<file path="config.mk">
export PLATFORM = sky130hd
export DESIGN_NAME = bat_xlate
export DESIGN_NICKNAME = d
export VERILOG_FILES = /design/src/rtl/bat_pkg.sv /design/src/rtl/bat_match.sv /design/src/rtl/bat_prio.sv /design/src/rtl/bat_xlate.sv
export SDC_FILE = /design/constraint.sdc
export NUM_CORES = 1
export LEC_CHECK = 0
export BUFFER_PORTS_ARGS = -buffer_cell sky130_fd_sc_hd__buf_4
export CORE_MARGIN = 2
export CORE_UTILIZATION = 40
export CTS_CLUSTER_DIAMETER = 50
export DETAILED_ROUTE_END_ITERATION = 7
export GPL_ROUTABILITY_DRIVEN = 0
export SYNTH_ARGS = -nofsm -noshare
export SYNTH_HDL_FRONTEND = slang
export SYNTH_SLANG_ARGS = --single-unit
</file>
<file path="constraint.sdc">
create_clock -name clk_i -period 3 [get_ports clk_i]
set_input_delay 0.15 -clock clk_i [delete_from_list [all_inputs] [get_ports clk_i]]
set_output_delay 0.15 -clock clk_i [all_outputs]
set_load 0.005 [all_outputs]
</file>
<file path="src/rtl/bat_pkg.sv">
package bat_pkg;
  localparam int unsigned ADDR_W = 32;
  localparam int unsigned BLK_W  = 15;
  localparam int unsigned MASK_W = 11;
  localparam int unsigned OFF_W  = ADDR_W - BLK_W;
  localparam int unsigned FIX_W  = BLK_W - MASK_W;

  typedef struct packed {
    logic [BLK_W-1:0]  bepi;
    logic [MASK_W-1:0] mask;
    logic              sv;
    logic              uv;
    logic [BLK_W-1:0]  brpn;
    logic [1:0]        pp;
  } bat_entry_t;

  // 00 none, 01/11 read-only, 10 read/write
  function automatic logic prot_fault(input logic [1:0] pp, input logic store);
    return (pp == 2'b00) || (store && pp[0]);
  endfunction
endpackage

</file>
<file path="src/rtl/bat_match.sv">
module bat_match
  import bat_pkg::*;
(
  input  logic [BLK_W-1:0]  bepi_i,
  input  logic [MASK_W-1:0] mask_i,
  input  logic              sv_i,
  input  logic              uv_i,
  input  logic [BLK_W-1:0]  brpn_i,
  input  logic [ADDR_W-1:0] ea_i,
  input  logic              sup_i,
  output logic              hit_o,
  output logic [ADDR_W-1:0] pa_o
);
  logic [MASK_W-1:0] ea_mid;
  logic [MASK_W-1:0] diff;
  logic              fix_eq;
  logic              priv_ok;

  assign ea_mid  = ea_i[OFF_W +: MASK_W];
  assign diff    = (ea_mid ^ bepi_i[MASK_W-1:0]) & ~mask_i;
  assign fix_eq  = ea_i[ADDR_W-1 -: FIX_W] == bepi_i[BLK_W-1 -: FIX_W];
  assign priv_ok = sup_i ? sv_i : uv_i;
  assign hit_o   = fix_eq && (diff == '0) && priv_ok;
  assign pa_o    = {brpn_i[BLK_W-1 -: FIX_W],
                    (brpn_i[MASK_W-1:0] & ~mask_i) | (ea_mid & mask_i),
                    ea_i[OFF_W-1:0]};
endmodule

</file>
<file path="src/rtl/bat_prio.sv">
module bat_prio
  import bat_pkg::*;
#(
  parameter int unsigned N     = 4,
  parameter int unsigned IDX_W = 2
)(
  input  logic [N-1:0]             hit_i,
  input  logic [N-1:0][ADDR_W-1:0] pa_i,
  input  logic [N-1:0][1:0]        pp_i,
  output logic                     any_o,
  output logic [IDX_W-1:0]         idx_o,
  output logic [ADDR_W-1:0]        pa_o,
  output logic [1:0]               pp_o
);
  // scan downward so the lowest index is assigned last
  always_comb begin
    any_o = 1'b0;
    idx_o = '0;
    pa_o  = '0;
    pp_o  = '0;
    for (int i = N - 1; i >= 0; i--) begin
      if (hit_i[i]) begin
        any_o = 1'b1;
        idx_o = IDX_W'(i);
        pa_o  = pa_i[i];
        pp_o  = pp_i[i];
      end
    end
  end
endmodule

</file>
<file path="src/rtl/bat_xlate.sv">
module bat_xlate
  import bat_pkg::*;
#(
  parameter int unsigned NUM_ENT = 4,
  localparam int unsigned IDX_W = (NUM_ENT > 1) ? $clog2(NUM_ENT) : 1
)(
  input  logic              clk_i,
  input  logic              rst_ni,
  input  logic              wr_en_i,
  input  logic [IDX_W-1:0]  wr_idx_i,
  input  logic [BLK_W-1:0]  wr_bepi_i,
  input  logic [MASK_W-1:0] wr_mask_i,
  input  logic              wr_sv_i,
  input  logic              wr_uv_i,
  input  logic [BLK_W-1:0]  wr_brpn_i,
  input  logic [1:0]        wr_pp_i,
  input  logic              req_valid_i,
  input  logic [ADDR_W-1:0] ea_i,
  input  logic              sup_i,
  input  logic              store_i,
  input  logic              tlb_hit_i,
  input  logic [ADDR_W-1:0] tlb_pa_i,
  output logic              rsp_valid_o,
  output logic              hit_o,
  output logic              bat_hit_o,
  output logic [IDX_W-1:0]  bat_idx_o,
  output logic [ADDR_W-1:0] pa_o,
  output logic              fault_o
);
  bat_entry_t                   tbl_q [NUM_ENT];
  bat_entry_t                   wr_ent;
  logic [NUM_ENT-1:0]           ent_hit;
  logic [NUM_ENT-1:0][ADDR_W-1:0] ent_pa;
  logic [NUM_ENT-1:0][1:0]      ent_pp;
  logic                         bat_any;
  logic [IDX_W-1:0]             bat_idx;
  logic [ADDR_W-1:0]            bat_pa;
  logic [1:0]                   bat_pp;

  assign wr_ent = '{bepi: wr_bepi_i, mask: wr_mask_i, sv: wr_sv_i, uv: wr_uv_i,
                    brpn: wr_brpn_i, pp: wr_pp_i};

  always_ff @(posedge clk_i or negedge rst_ni) begin
    if (!rst_ni) begin
      for (int i = 0; i < NUM_ENT; i++) tbl_q[i] <= '0;
    end else if (wr_en_i) begin
      for (int i = 0; i < NUM_ENT; i++)
        if (wr_idx_i == IDX_W'(i)) tbl_q[i] <= wr_ent;
    end
  end

  for (genvar g = 0; g < NUM_ENT; g++) begin : g_ent
    bat_match u_match (
      .bepi_i (tbl_q[g].bepi),
      .mask_i (tbl_q[g].mask),
      .sv_i   (tbl_q[g].sv),
      .uv_i   (tbl_q[g].uv),
      .brpn_i (tbl_q[g].brpn),
      .ea_i   (ea_i),
      .sup_i  (sup_i),
      .hit_o  (ent_hit[g]),
      .pa_o   (ent_pa[g])
    );
    assign ent_pp[g] = tbl_q[g].pp;
  end

  bat_prio #(.N(NUM_ENT), .IDX_W(IDX_W)) u_prio (
    .hit_i (ent_hit),
    .pa_i  (ent_pa),
    .pp_i  (ent_pp),
    .any_o (bat_any),
    .idx_o (bat_idx),
    .pa_o  (bat_pa),
    .pp_o  (bat_pp)
  );

  always_ff @(posedge clk_i or negedge rst_ni) begin
    if (!rst_ni) begin
      rsp_valid_o <= 1'b0;
      hit_o       <= 1'b0;
      bat_hit_o   <= 1'b0;
      bat_idx_o   <= '0;
      pa_o        <= '0;
      fault_o     <= 1'b0;
    end else begin
      rsp_valid_o <= req_valid_i;
      hit_o       <= req_valid_i && (bat_any || tlb_hit_i);
      bat_hit_o   <= req_valid_i && bat_any;
      bat_idx_o   <= (req_valid_i && bat_any) ? bat_idx : '0;
      fault_o     <= req_valid_i && bat_any && prot_fault(bat_pp, store_i);
      if (!req_valid_i)   pa_o <= '0;
      else if (bat_any)   pa_o <= bat_pa;
      else if (tlb_hit_i) pa_o <= tlb_pa_i;
      else                pa_o <= '0;
    end
  end
endmodule

</file>
=== Yosys cells after proc, flatten, opt, wreduce, memory -nomap -nowiden ===
Cells that the tools add are included.

* Bits in writable memories: 0
* Input port bits: 118
* Bits in latches: 0
* Word-level logic and storage cells: 109
* Register bits after elaboration: 218
* Memories kept: 0
* Bits in read-only memories: 0
* Output and inout port bits: 38

* Multipliers: 0
* Reductions and logical operators: 24
* Divide/modulo/power cells: 0
* Add/sub/neg operators: 0
* Muxes and demuxes: 24
* Equality and inequality tests: 7
* Shift-type cells: 0
* $lt $le $gt $ge: 0
* Bitwise logic cells: 24

{| class="wikitable"
|+ Operators by type and width
! cell !! count
|-
| 32-bit two-way mux || 7
|-
| 11-bit AND || 12
|-
| 11-bit logical NOT || 4
|-
| 11-bit NOT || 4
|-
| 11-bit bitwise OR || 4
|-
| 11-bit bitwise XOR || 4
|-
| 2-bit two-way mux || 9
|-
| 4-bit == test || 4
|-
| 1-bit logical AND || 12
|-
| 1-bit two-way mux || 8
|-
| 2-bit AND reduction || 4
|-
| 2-bit == test (second input constant) || 2
|-
| 2-bit logical NOT || 2
|-
| 2-bit by 1-bit == test with 1-bit output (second input constant) || 1
|-
| 1-bit logical OR || 2
|}

=== Longest topological paths before layout ===
* Depth in word-level cells: 12
* Depth in mapped cells: 11
* Gate-level depth less buffers: 8

=== Hierarchy ===
Synthesis repeated with hierarchy kept, for this count alone.

* Cells, all modules: 896
* Area, all modules: 11730.0 sq um

{| class="wikitable"
|+ Modules (own cells, without submodules)
! module !! cells each !! area each (sq um) !! instances !! sequential area each (sq um)
|-
| bat_xlate || 538 || 8902.3 || 1 || 5455.2
|-
| bat_match || 57 || 490.5 || 4 || 0.0
|-
| bat_prio || 130 || 865.8 || 1 || 0.0
|}

=== Worst setup path before layout ===
No wires, ideal clock.

* Path kind: reg2reg
* Start: register tbl_q[33] (netlist name)
* End: register pa_o[25]
* Cell stages (with the launch flop): 9
* Path slack: 0.797 ns
* Buffers on the path: 1
* Data arrival time: 2.116 ns
* Library setup time: 0.087 ns
* Data required time: 2.913 ns
* Period minus slack after synthesis: 2.203 ns
* Cell sequence: dfrtp_1 xnor2_2 o22ai_1 or4_4 a211oi_4 buf_6 a21oi_1 o22a_1 a211oi_2

* Longest elaborated chain between the ends: 11
* Elaborated cells between the ends (all ways): 15
* Those cells by class: 10 x mux; 2 x bitwise; 3 x reduce/logical

{| class="wikitable"
|+ RTL lines
! what !! line !! source
|-
| start, declared || bat_xlate.sv:30 || <nowiki>bat_entry_t tbl_q [NUM_ENT];</nowiki>
|-
| start signal, assigned by index || bat_xlate.sv:48 || <nowiki>if (wr_idx_i == IDX_W'(i)) tbl_q[i] <= wr_ent;</nowiki>
|-
| 11-bit bitwise XOR * || bat_match.sv:20 || <nowiki>assign diff = (ea_mid ^ bepi_i[MASK_W-1:0]) & ~mask_i;</nowiki>
|-
| 11-bit AND * || bat_match.sv:20 ||
|-
| 11-bit logical NOT * || bat_match.sv:23 || <nowiki>assign hit_o = fix_eq && (diff == '0) && priv_ok;</nowiki>
|-
| 1-bit logical AND * (2 in series) || bat_match.sv:23 ||
|-
| 32-bit two-way mux or 1-bit two-way mux (tied branches) (4 in series) || bat_prio.sv:22 || <nowiki>if (hit_i[i]) begin</nowiki>
|-
| 32-bit two-way mux * || bat_xlate.sv:92 || <nowiki>else if (bat_any) pa_o <= bat_pa;</nowiki>
|-
| 32-bit two-way mux * || bat_xlate.sv:91 || <nowiki>if (!req_valid_i) pa_o <= '0;</nowiki>
|-
| end signal, assigned || bat_xlate.sv:92 ||
|-
| end signal, assigned || bat_xlate.sv:93 || <nowiki>else if (tlb_hit_i) pa_o <= tlb_pa_i;</nowiki>
|-
| end, declared || bat_xlate.sv:27 || <nowiki>output logic [ADDR_W-1:0] pa_o,</nowiki>
|}

Mark *: on every way between the ends. The rest lies on a longest branch, timed or not.
A chain may end at the register's enable or synchronous reset.

=== Worst setup path after layout ===
* Start: register tbl_q[83] (netlist name)
* End: register pa_o[29]

* Longest elaborated chain between the ends: 10
* Elaborated cells between the ends (all ways): 13
* Those cells by class: 8 x mux; 2 x bitwise; 3 x reduce/logical

{| class="wikitable"
|+ RTL lines
! what !! line
|-
| 11-bit bitwise XOR * || bat_match.sv:20
|-
| 11-bit AND * || bat_match.sv:20
|-
| 11-bit logical NOT * || bat_match.sv:23
|-
| 1-bit logical AND * (2 in series) || bat_match.sv:23
|-
| 32-bit two-way mux or 1-bit two-way mux (tied branches) (3 in series) || bat_prio.sv:22
|-
| 32-bit two-way mux * || bat_xlate.sv:92
|-
| 32-bit two-way mux * || bat_xlate.sv:91
|}

Marked as above.

==> flow_summary.json <==
{
  "outcome": "complete, no violations",
  "finalCritPeriodShare_pct": 88.05,
  "worstPathArrival_ps": 3050,
  "synth_edf_count": 0,
  "hpwl_um": 17430,
  "numCtsBuffers": 26,
  "pwr-share-clk_pct": 38.6,
  "synthTopCellsByArea": "dfrtp_1 54%, mux2_2 22%, xnor2_1 4.4%",
  "slowest_stage": "dfrtp_1",
  "grtUsageTotal_pct": 20.35,
  "synthArstFlopShare_pct": 100.0,
  "rows": 57,
  "path_buf_inv": 2,
  "skew_ps": 9.110,
  "drive_above_1_share_pct": 41.28,
  "clkTransAtPathRegs_ps": 60,
  "rsz0062_at_grt": "false",
  "synth_flop_cell": "dfrtp_1",
  "cp.required_ps": 3400,
  "synth_top_area_share_pct": 54.49,
  "num_vias": 7054,
  "yosys.area.top_type": "dfrtp_1",
  "syn_area_mm2": 0.01001,
  "power_leakage_uw": 0.005945,
  "layout.nets": 1150,
  "root_buffer": "clkbuf_16",
  "ys_ff_latch": 218,
  "drc": 0,
  "antenna_found_initial": 0,
  "finalSetupTns_ps": 0,
  "clockBufferDepth": 3,
  "yosys_warnings": 0,
  "viasPerCell": 5.138,
  "hp-class": "input pin to flop",
  "netSwitchingPower_uw": 2127,
  "htree_levels": 1,
  "regArea_mm2": 0.005455,
  "critPathMaxStageDelay_ps": 390,
  "grt_overflow": 0,
  "cts_tree": "built",
  "layout.cells.non_filler": 1373,
  "clock_sinks": 218,
  "core_area_mm2": 0.02446,
  "clk_latency_ps": 520,
  "antenna_cells": 0,
  "hold_violations": 0,
  "syn-num-nets": 898,
  "p_comb_share_pct": 17.3,
  "die_area_mm2": 0.02631,
  "critical_path.startpoint": "tbl_q[83]$_DFFE_PN0P_",
  "area_growth_pct": 34.18,
  "power.density_mw_per_mm2": 633.0,
  "yosysSeqAreaShare_pct": 54.49,
  "worstMarginPinSlew_ps": 730.9,
  "rr_endpoint": "pa_o[29]$_DFF_PN0_",
  "antenna_left": 0,
  "crit_family": "simple AND/OR/NAND/NOR gates",
  "drv_cap": 0,
  "crit_cells": 9,
  "r2r_cells": 9,
  "die_w_um": 162.2,
  "r2r_slack_ps": 360,
  "initial_core_util_pct": 40.92,
  "cp-end-kind": "flop",
  "synthCells": 780,
  "ios": 156,
  "report.final.setup_viol": 0,
  "fillers": 2025,
  "r2r-start": "tbl_q[83]$_DFFE_PN0P_",
  "worstSetupStartpointType": "flop",
  "place_inst": 1232,
  "switching_share_pct": 25.01,
  "crit_end": "pa_o[29]$_DFF_PN0_",
  "slew_headroom_pct": 51.28,
  "period_minus_slack_ps": 2641,
  "syn_avg_cell_area_um2": 12.83,
  "grt_max_degree": 84,
  "grt_pass1_wl_um": 42110,
  "cp_max_fo": 31,
  "grt_pass1_vias": 7395,
  "intPower_uw": 6376,
  "postCtsSetupRepairBufs": 0,
  "drv_slew": 0,
  "avgRoutedWirePerCell_um": 19.12,
  "finalWirelength_um": 26260,
  "multi_input_area_mm2": 0.004299,
  "fmax_ghz": 0.3786,
  "firstDrtPassIters": 4,
  "path_cells": "xnor2_1 -> o22ai_1 -> nor4_4 -> nand2_2 -> nand4_1 -> o21ai_2 -> buf_4 -> inv_1 -> o211a_1",
  "ir_drop_v": 0.0003836,
  "critical_path_class": "flop to flop",
  "synth_cell_types": 42,
  "io_buffers": 155,
  "seqPwrFrac_pct": 44.1,
  "die_height_um": 162.2,
  "drt-initial-drc-count": 371
}
[layer usage]
metal / global-route usage (%) / share of wire (%)
met5: 0 / 0
met4: 4.023 / 1.4
met3: 2.835 / 5.5
met2: 33.13 / 45
met1: 29.30 / 48
[what timing repair did]
action | 4_1_cts | 5_1_grt
gates resized for setup | 0 | 0
hold endpoints to repair | 296 | 0
setup endpoints to repair | 0 | 0
hold buffers | 96 | 0
[cells by family (layout without fill, tap and decap cells)]
group                  count (synthesis)  after routing  share of synthesized area (%)
flip-flops                           218            218                          54.49
AND/OR/NAND/NOR                       96             96                          4.600
buffers and inverters                 57            326                          2.762
AO/OA/AOI/OAI                        126            126                          7.987
multiplexers                         223            223                          24.76
XOR/XNOR                              60             60                          5.399
[flip-flops by register name, summed over array words and instances (netlist names)]
register / count
pa_o: 32
fault_o: 1
tbl_q: 172
bat_hit_o: 1
bat_idx_o: 2
hit_o: 1
rsp_valid_o: 1
ent_pp: 8
[worst min-delay path by stage]
stage / start / to / slack (ps) / cells after the start
final: store_i / fault_o$_DFF_PN0_ / 20 / 3
after global routing: store_i / fault_o$_DFF_PN0_ / 9 / 3
after CTS: store_i / fault_o$_DFF_PN0_ / 6 / 3
after detailed placement: rst_ni / pa_o[20]$_DFF_PN0_ / 200 / 1
after global placement: rst_ni / pa_o[20]$_DFF_PN0_ / 210 / 1
after floorplan: rst_ni / bat_hit_o$_DFF_PN0_ / -150 / 0
[synthesized netlist by cell type (all sizes together), types with 13 or more instances]
| cell type | n |
|---|---|
| nor2 | 20 |
| buf | 22 |
| a211oi | 13 |
| nand2 | 50 |
| clkbuf | 27 |
| mux2 | 197 |
| o22ai | 22 |
| dfrtp | 218 |
| o21ai | 36 |
| a21oi | 33 |
| mux2i | 26 |
| xnor2 | 52 |
[per-stage QoR]
step	power [uW]	util [%]	hold slack (ps)	setup slack, ps	instance area (um2)
floorplan	4623	-	-145.6	796.9	10010
global placement	5142	47.27	209.0	428.9	11560
detailed placement	5172	47.27	201.3	343.4	11560
CTS	8583	54.91	6.239	366.9	13430
global route	8914	54.91	9.329	190.3	13430
finish	8503	54.91	23.08	358.6	13430
[placed cells by master, fill, tap and decap left out, types with 20 or more instances in the layout]
| cell type | n |
|---|---|
| nor2_1 | 20 |
| buf_4 | 173 |
| nand2_1 | 49 |
| a21oi_1 | 33 |
| o22ai_1 | 22 |
| dlygate4sd3_1 | 96 |
| mux2i_1 | 26 |
| xnor2_1 | 50 |
| o21ai_0 | 29 |
| dfrtp_1 | 218 |
| clkbuf_16 | 27 |
| mux2_2 | 197 |
[power by group through the flow]
| stage | sequential, uW | clock (uW) | combinational, uW |
|---|---|---|---|
| 2_1_floorplan | 3700 | 0 | 928 |
| 3_3_place_gp | 3780 | 0 | 1360 |
| 3_5_place_dp | 3800 | 0 | 1370 |
| 4_1_cts | 3750 | 3350 | 1480 |
| 5_1_grt | 3810 | 3490 | 1610 |
| 6_report | 3750 | 3280 | 1470 |
[cell type report]
cell class                 instances  share of cell area (%)
clock buffer                      33                   5.496
clock inverter                    12                   1.267
inverter                           8                  0.2235
multi-input combinational        505                   32.00
sequential                       218                   40.61
tap                              324                   3.018
timing repair buffer             273                   17.38
[worst min-delay path: stages]
cell,delay (ps)
buf_4,100
o21ba_2,210
nor3_1,40
(Power assumes the default switching activity.)
